===== src/rtl/i2c_tgt_pkg.sv =====
// Package i2c_tgt_pkg
// Shared sizes, event codes and engine states for the I2C target.
// Assumes 7-bit addressing and 8-bit bytes.
package i2c_tgt_pkg;
    localparam int BYTE_W = 8;
    localparam int ADDR_W = 7;
    localparam int CNT_W  = $clog2(BYTE_W + 1);

    typedef enum logic [2:0] {
        EV_NONE    = 3'd0,
        EV_ADDR_WR = 3'd1,
        EV_ADDR_RD = 3'd2,
        EV_GCALL   = 3'd3,
        EV_RX_DATA = 3'd4,
        EV_TX_ACK  = 3'd5,
        EV_TX_NACK = 3'd6,
        EV_BUS_END = 3'd7
    } evt_code_t;

    typedef enum logic [2:0] {
        ST_IDLE,
        ST_SHIFT_IN,
        ST_ACK_OUT,
        ST_HOLD,
        ST_SHIFT_OUT,
        ST_ACK_IN
    } eng_state_t;
endpackage


===== src/rtl/i2c_tgt_sync.sv =====
// Module i2c_tgt_sync
// Brings SCL and SDA into the clock domain through a STAGES-deep flop chain.
// Derives one-cycle SCL edge pulses and START/STOP detections from it.
// Assumes STAGES >= 2 and an idle-high bus at reset.
module i2c_tgt_sync #(
    parameter int STAGES = 2
) (
    input  logic clk,
    input  logic rst_n,
    input  logic scl_i,
    input  logic sda_i,
    output logic sda_s,
    output logic scl_rise,
    output logic scl_fall,
    output logic start_det,
    output logic stop_det
);
    logic [STAGES-1:0] scl_pipe;
    logic [STAGES-1:0] sda_pipe;
    logic scl_d;
    logic sda_d;
    logic scl_s;

    // Synchroniser chains plus one-cycle-old copies for edge detection
    always_ff @(posedge clk) begin
        if (!rst_n) begin
            scl_pipe <= '1;
            sda_pipe <= '1;
            scl_d    <= 1'b1;
            sda_d    <= 1'b1;
        end else begin
            scl_pipe <= {scl_pipe[STAGES-2:0], scl_i};
            sda_pipe <= {sda_pipe[STAGES-2:0], sda_i};
            scl_d    <= scl_pipe[STAGES-1];
            sda_d    <= sda_pipe[STAGES-1];
        end
    end

    assign scl_s = scl_pipe[STAGES-1];
    assign sda_s = sda_pipe[STAGES-1];

    // Edge and bus-condition decode on the synchronised copies
    always_comb begin
        scl_rise  = !scl_d && scl_s;
        scl_fall  = scl_d && !scl_s;
        start_det = scl_d && scl_s && sda_d && !sda_s;
        stop_det  = scl_d && scl_s && !sda_d && sda_s;
    end
endmodule


===== src/rtl/i2c_tgt_match.sv =====
// Module i2c_tgt_match
// Decodes the first byte of a transfer: own-address hit, broadcast hit, direction.
// The broadcast hit is built only when GC_EN is set, and only for writes.
module i2c_tgt_match #(
    parameter int AW    = 7,
    parameter bit GC_EN = 1'b1
) (
    input  logic [AW:0]   addr_byte,
    input  logic [AW-1:0] own_addr,
    output logic          hit_own,
    output logic          hit_gc,
    output logic          is_read
);
    assign is_read = addr_byte[0];
    assign hit_own = (addr_byte[AW:1] == own_addr);

    generate
        if (GC_EN) begin : g_gc
            assign hit_gc = (addr_byte[AW:1] == '0) && !addr_byte[0];
        end else begin : g_no_gc
            assign hit_gc = 1'b0;
        end
    endgenerate
endmodule


===== src/rtl/i2c_tgt_engine.sv =====
// Module i2c_tgt_engine
// Byte-level target state machine: shifts bits in and out, and drives ACK.
// Stretches SCL after each acknowledged byte until evt_clr is pulsed.
// Assumes the clock is many times faster than SCL.
module i2c_tgt_engine
    import i2c_tgt_pkg::*;
(
    input  logic              clk,
    input  logic              rst_n,
    input  logic              sda_s,
    input  logic              scl_rise,
    input  logic              scl_fall,
    input  logic              start_det,
    input  logic              stop_det,
    input  logic              hit_own,
    input  logic              hit_gc,
    input  logic              is_read,
    input  logic [BYTE_W-1:0] tx_byte,
    input  logic              evt_clr,
    output logic [BYTE_W-1:0] in_byte,
    output logic              scl_oe,
    output logic              sda_oe,
    output logic              evt,
    output logic [2:0]        evt_code,
    output logic [BYTE_W-1:0] rx_byte
);
    localparam logic [CNT_W-1:0] LAST_BIT = CNT_W'(BYTE_W);

    eng_state_t        st;
    evt_code_t         code_q;
    logic [BYTE_W-1:0] sh_in;
    logic [BYTE_W-1:0] sh_out;
    logic [CNT_W-1:0]  bit_cnt;
    logic              is_addr;
    logic              rd_mode;
    logic              active;
    logic              ack_rx;
    logic              ev_set;
    evt_code_t         ev_new;

    assign in_byte  = sh_in;
    assign evt_code = code_q;

    // Choose which event, if any, is raised this cycle
    always_comb begin
        ev_set = 1'b0;
        ev_new = EV_NONE;
        if (start_det || stop_det) begin
            ev_set = active;
            ev_new = EV_BUS_END;
        end else begin
            case (st)
                ST_ACK_OUT: begin
                    ev_set = scl_fall;
                    if (!is_addr)     ev_new = EV_RX_DATA;
                    else if (hit_gc)  ev_new = EV_GCALL;
                    else if (is_read) ev_new = EV_ADDR_RD;
                    else              ev_new = EV_ADDR_WR;
                end
                ST_ACK_IN: begin
                    ev_set = scl_fall;
                    ev_new = ack_rx ? EV_TX_ACK : EV_TX_NACK;
                end
                default: ;
            endcase
        end
    end

    // Event flag: a new event wins over a clear in the same cycle
    always_ff @(posedge clk) begin
        if (!rst_n) begin
            evt    <= 1'b0;
            code_q <= EV_NONE;
        end else if (ev_set) begin
            evt    <= 1'b1;
            code_q <= ev_new;
        end else if (evt_clr) begin
            evt    <= 1'b0;
        end
    end

    // Bus-side state machine: shifting, ACK drive, stretch and release
    always_ff @(posedge clk) begin
        if (!rst_n) begin
            st      <= ST_IDLE;
            sh_in   <= '0;
            sh_out  <= '0;
            bit_cnt <= '0;
            is_addr <= 1'b0;
            rd_mode <= 1'b0;
            active  <= 1'b0;
            ack_rx  <= 1'b0;
            scl_oe  <= 1'b0;
            sda_oe  <= 1'b0;
            rx_byte <= '0;
        end else if (start_det) begin
            st      <= ST_SHIFT_IN;
            is_addr <= 1'b1;
            bit_cnt <= '0;
            sda_oe  <= 1'b0;
            active  <= 1'b0;
        end else if (stop_det) begin
            st      <= ST_IDLE;
            sda_oe  <= 1'b0;
            active  <= 1'b0;
        end else begin
            case (st)
                ST_SHIFT_IN: begin
                    if (scl_rise && bit_cnt != LAST_BIT) begin
                        sh_in   <= {sh_in[BYTE_W-2:0], sda_s};
                        bit_cnt <= bit_cnt + 1'b1;
                    end else if (scl_fall && bit_cnt == LAST_BIT) begin
                        if (!is_addr || hit_own || hit_gc) begin
                            sda_oe <= 1'b1;
                            st     <= ST_ACK_OUT;
                            if (is_addr) begin
                                active  <= 1'b1;
                                rd_mode <= is_read && !hit_gc;
                            end
                        end else begin
                            st <= ST_IDLE;
                        end
                    end
                end
                ST_ACK_OUT: begin
                    if (scl_fall) begin
                        sda_oe  <= 1'b0;
                        scl_oe  <= 1'b1;
                        st      <= ST_HOLD;
                        is_addr <= 1'b0;
                        if (!is_addr) rx_byte <= sh_in;
                    end
                end
                ST_HOLD: begin
                    if (evt_clr) begin
                        scl_oe  <= 1'b0;
                        bit_cnt <= '0;
                        if (rd_mode) begin
                            sh_out <= tx_byte;
                            sda_oe <= !tx_byte[BYTE_W-1];
                            st     <= ST_SHIFT_OUT;
                        end else begin
                            st <= ST_SHIFT_IN;
                        end
                    end
                end
                ST_SHIFT_OUT: begin
                    if (scl_rise) begin
                        bit_cnt <= bit_cnt + 1'b1;
                    end else if (scl_fall && bit_cnt != '0) begin
                        if (bit_cnt == LAST_BIT) begin
                            sda_oe <= 1'b0;
                            st     <= ST_ACK_IN;
                        end else begin
                            sh_out <= sh_out << 1;
                            sda_oe <= !sh_out[BYTE_W-2];
                        end
                    end
                end
                ST_ACK_IN: begin
                    if (scl_rise) begin
                        ack_rx <= !sda_s;
                    end else if (scl_fall) begin
                        if (ack_rx) begin
                            scl_oe <= 1'b1;
                            st     <= ST_HOLD;
                        end else begin
                            st <= ST_IDLE;
                        end
                    end
                end
                default: ;
            endcase
        end
    end
endmodule


===== src/rtl/i2c_tgt_stretch.sv =====
// Module i2c_tgt_stretch (top)
// I2C target with own-address and broadcast matching.
// Holds SCL low after each acknowledged byte until the local side clears the event.
// Assumes open-drain lines, with levels read back on scl_i/sda_i.
module i2c_tgt_stretch
    import i2c_tgt_pkg::*;
#(
    parameter int SYNC_STAGES = 2,
    parameter bit GCALL_EN    = 1'b1
) (
    input  logic              clk,
    input  logic              rst_n,
    input  logic              scl_i,
    input  logic              sda_i,
    output logic              scl_oe,
    output logic              sda_oe,
    input  logic [ADDR_W-1:0] own_addr,
    input  logic [BYTE_W-1:0] tx_byte,
    input  logic              evt_clr,
    output logic              evt,
    output logic [2:0]        evt_code,
    output logic [BYTE_W-1:0] rx_byte
);
    logic              sda_s;
    logic              scl_rise;
    logic              scl_fall;
    logic              start_det;
    logic              stop_det;
    logic              hit_own;
    logic              hit_gc;
    logic              is_read;
    logic [BYTE_W-1:0] in_byte;

    i2c_tgt_sync #(.STAGES(SYNC_STAGES)) u_sync (
        .clk       (clk),
        .rst_n     (rst_n),
        .scl_i     (scl_i),
        .sda_i     (sda_i),
        .sda_s     (sda_s),
        .scl_rise  (scl_rise),
        .scl_fall  (scl_fall),
        .start_det (start_det),
        .stop_det  (stop_det)
    );

    i2c_tgt_match #(.AW(ADDR_W), .GC_EN(GCALL_EN)) u_match (
        .addr_byte (in_byte),
        .own_addr  (own_addr),
        .hit_own   (hit_own),
        .hit_gc    (hit_gc),
        .is_read   (is_read)
    );

    i2c_tgt_engine u_eng (
        .clk       (clk),
        .rst_n     (rst_n),
        .sda_s     (sda_s),
        .scl_rise  (scl_rise),
        .scl_fall  (scl_fall),
        .start_det (start_det),
        .stop_det  (stop_det),
        .hit_own   (hit_own),
        .hit_gc    (hit_gc),
        .is_read   (is_read),
        .tx_byte   (tx_byte),
        .evt_clr   (evt_clr),
        .in_byte   (in_byte),
        .scl_oe    (scl_oe),
        .sda_oe    (sda_oe),
        .evt       (evt),
        .evt_code  (evt_code),
        .rx_byte   (rx_byte)
    );
endmodule


===== config.mk =====
export PLATFORM = sky130hd
export DESIGN_NAME = i2c_tgt_stretch
export DESIGN_NICKNAME = d
export VERILOG_FILES = /design/src/rtl/i2c_tgt_pkg.sv /design/src/rtl/i2c_tgt_sync.sv /design/src/rtl/i2c_tgt_match.sv /design/src/rtl/i2c_tgt_engine.sv /design/src/rtl/i2c_tgt_stretch.sv
export SDC_FILE = /design/constraint.sdc
export NUM_CORES = 1
export LEC_CHECK = 0
export BUFFER_PORTS_ARGS = -buffer_cell sky130_fd_sc_hd__buf_2
export CAP_MARGIN = 20
export CORE_MARGIN = 10
export CORE_UTILIZATION = 30
export DETAILED_ROUTE_END_ITERATION = 7
export SETUP_SLACK_MARGIN = 0.15
export SYNTH_ARGS = -nofsm -noshare
export SYNTH_HDL_FRONTEND = slang
export SYNTH_SLANG_ARGS = --single-unit
export TNS_END_PERCENT = 100

===== constraint.sdc =====
create_clock -name clk -period 2.6 [get_ports clk]
set_clock_uncertainty 0.15 [all_clocks]
set_input_delay 0.13 -clock clk [delete_from_list [all_inputs] [get_ports clk]]
set_output_delay 0.13 -clock clk [all_outputs]
set_load 0.005 [all_outputs]

==> flow_metrics.py <==
metrics = {
    "outcome": {
        "outcome": "finished clean",
    },
    "grt": {
        "grt_pass1_vias": 1922,
        "grt_use_total": 0.102,
        "gr-total-overflow": 0,
        "antenna_found_initial": 0,
        "grt_max_degree": 22,
        "grt_pass1_wl_mm": 9.73,
    },
    "sta": {
        "setup_tns_ps": 0,
        "rsz0062_at_grt": "no",
        "post-route-min-period_ps": 2200,
        "tightest_slew_ps": 540,
        "finalSetupViolations": 0,
        "min_period_over_period": 0.845,
        "slew_headroom": 0.640,
        "max_freq_ghz": 0.455,
        "fin_hold_ws_ps": 7.67,
        "slew_viol_final": 0,
        "finalHoldViolCount": 0,
    },
    "place": {
        "gp_congestion": 0.925,
        "dp.cells": 391,
        "io_buffers": 33,
        "hpwl_mm": 4.39,
    },
    "logic_synthesis": {
        "synthFlopType": "dfxtp_1",
        "syn_nets": 283,
        "synth_edf_count": 0,
        "ys_ff_latch": 46,
        "synthDistinctLibCells": 61,
        "synth_cells": 261,
        "syn_area_per_cell_um2": 8.95,
        "synth_seq_area_share": 0.394,
        "async_flop_share": 0,
        "ys_warn_count": 0,
        "synth_area_mm2": 0.00234,
    },
    "finish": {
        "layoutNonFillerInstCount": 403,
        "layout-area-overhead-vs-synth_pct": 18.1,
        "fin_util": 0.361,
        "drive_above_1_share": 0.196,
        "antennaDiodeCount": 0,
        "layout_commonest_cell": "dfxtp_1",
        "nets": 322,
        "layout_common_cells": "dfxtp_1, nor2_1, buf_2",
    },
    "route": {
        "vias": 2024,
        "top_layer": "met4",
        "ant_nets": 0,
        "wl_met2_mm": 2.67,
        "drt_first_iter_violations": 127,
        "met1_length_mm": 2.82,
        "met3_length_um": 322,
        "wirelength_mm": 5.90,
        "wl_per_cell_um": 14.6,
        "drc": 0,
        "drtPass1Iterations": 4,
        "viasPerCell": 5.02,
    },
    "floorplan": {
        "start_util": 0.305,
        "coreArea_mm2": 0.00765,
        "die_area_mm2": 0.0117,
        "ios": 34,
        "rows": 32,
        "die_h_um": 108,
        "die-width_um": 108,
    },
    "setup_path": {
        "cp_slowest_cell": "or4_1",
        "crit_chain": "inv_1, ha_1, and3b_1, or4_1, mux2i_1, nor2_1",
        "criticalPathCategory": "reg -> reg",
        "cp.buffers_inverters": 1,
        "critPathCaptureType": "flip-flop",
        "worstPathMaxFanout": 9,
        "path_delay_family": "simple AND/OR/NAND/NOR gates",
        "worstPathRequired_ps": 2640,
        "cpPeakStageDelay_ps": 740,
        "arrival_ps": 2240,
        "startpoint_type": "flip-flop",
    },
    "clock_network": {
        "cts.sinks": 46,
        "clk_latency_ps": 300,
        "cts_resized": 0,
        "numCtsBuffers": 5,
        "clkTransAtPathRegs_ps": 90,
        "htreeDepth": 2,
        "cts_root_buffer": "clkbuf_8",
        "cts_setup_buffers": 0,
        "cts_hold_buffers": 4,
        "clockBufferDepth": 2,
        "cts_tree": "built",
    },
    "power_and_ir_drop": {
        "cellPowerDensity_mw_per_mm2": 548,
        "leakagePower_uw": 0.00112,
        "vdd_drop_max_uv": 213,
        "finalPower_uw": 1510,
    },
    "flow_run": {
        "drv_cap": 0,
    },
    "hold_path": {
        "hp-class": "in -> reg",
    },
}
[where the power goes]
| part | leakage [µW] | total, µW | switching (µW) | internal [µW] |
|---|---|---|---|---|
| registers | 0.000372 | 745 | 21.9 | 723 |
| logic | 0.000694 | 267 | 149 | 118 |
| clock network | 0.0000544 | 499 | 255 | 244 |
| total | 0.00112 | 1510 | 425 | 1090 |
[cell families (layout without fill, tap and decap cells)]
| group | after synthesis | after routing | synth area share |
|---|---|---|---|
| buf+inv | 19 | 59 | 0.0370 |
| mux | 28 | 28 | 0.123 |
| flops | 46 | 46 | 0.394 |
| fa+ha+maj | 2 | 2 | 0.0107 |
| simple gates | 102 | 102 | 0.235 |
| compound gates | 55 | 55 | 0.167 |
| xor+xnor | 9 | 9 | 0.0337 |
[worst register-to-register path, delay by kind of cell, from the launching register on]
kind / cells / cell delay, ps
AND/OR/NAND/NOR: 3 / 1010
flip-flops: 1 / 380
multiplexers: 1 / 250
adder cells (fa/ha/maj): 1 / 220
buffers and inverters: 1 / 70
[metrics by stage]
stage          instance area (µm²)  worst slack, ps
2_1_floorplan                 2340              701
4_1_cts                       2760              422
5_1_grt                       2760              286
3_3_place_gp                  2610              491
3_5_place_dp                  2610              437
6_report                      2760              402
[sequential cells by signal, summed over array words and instances (netlist names)]
register         flops
u_sync.sda_d         1
u_eng.sda_oe         1
u_eng.active         1
u_eng.bit_cnt        4
u_eng.evt_code       3
u_eng.rx_byte        8
u_eng.rd_mode        1
u_eng.evt            1
u_eng.st             3
u_eng.scl_oe         1
u_eng.sh_out         7
u_eng.in_byte        8
u_sync.sda_pipe      2
u_sync.scl_d         1
u_eng.is_addr        1
u_eng.ack_rx         1
u_sync.scl_pipe      2
[area by class of cell]
type / count / area [µm²]
fill: 787 / 4890
clock buffer: 7 / 96.3
timing repair buffer: 42 / 243
inverter: 9 / 33.8
tap: 102 / 128
sequential: 46 / 921
clock inverter: 1 / 8.76
multi-input combinational: 196 / 1330
[metal layers]
layer  vias to the layer above  global-route usage
met5                         -                   0
met4                         0              0.0382
met3                         6              0.0286
met2                        55               0.157
met1                       955               0.134
li1                       1008                   -
[final timing paths]
check,start,to,cells after the start,slack [ps]
worst max-delay path,u_eng.bit_cnt[0]$_SDFFE_PP0P_,u_eng.in_byte[3]$_SDFFE_PN0P_,6,400
worst min register to register,u_sync.scl_pipe[0]$_SDFF_PN1_,u_sync.scl_pipe[1]$_SDFF_PN1_,1,260
worst min-delay path,rst_n,u_sync.scl_pipe[1]$_SDFF_PN1_,2,8
worst max register to register,u_eng.bit_cnt[0]$_SDFFE_PP0P_,u_eng.in_byte[3]$_SDFFE_PN0P_,6,400
[synth_stat cells, types with 2 or more instances]
cell       n  area (µm²)
nand3b_1   3        22.5
nand3_1    8        40.0
nand4_1    4        25.0
mux2i_1   22         220
a21oi_1   16        80.1
dfxtp_1   46         921
nand2_1   15        56.3
clkbuf_1   4        15.0
and3_1     2        12.5
o21ai_1    4        20.0
nand4b_1   2        17.5
nand2b_1  10        62.6
inv_1      8        30.0
nor2_1    36         135
buf_2      3        15.0
nor3_1     4        20.0
xnor2_1    8        70.1
nor4_1     2        12.5
a211oi_1   3        22.5
and3b_1    2        17.5
nor2b_1    3        18.8
buf_4      3        22.5
ha_1       2        25.0
o21ai_0    9        45.0
mux2_1     6        67.6
(Power assumes the default switching activity.)
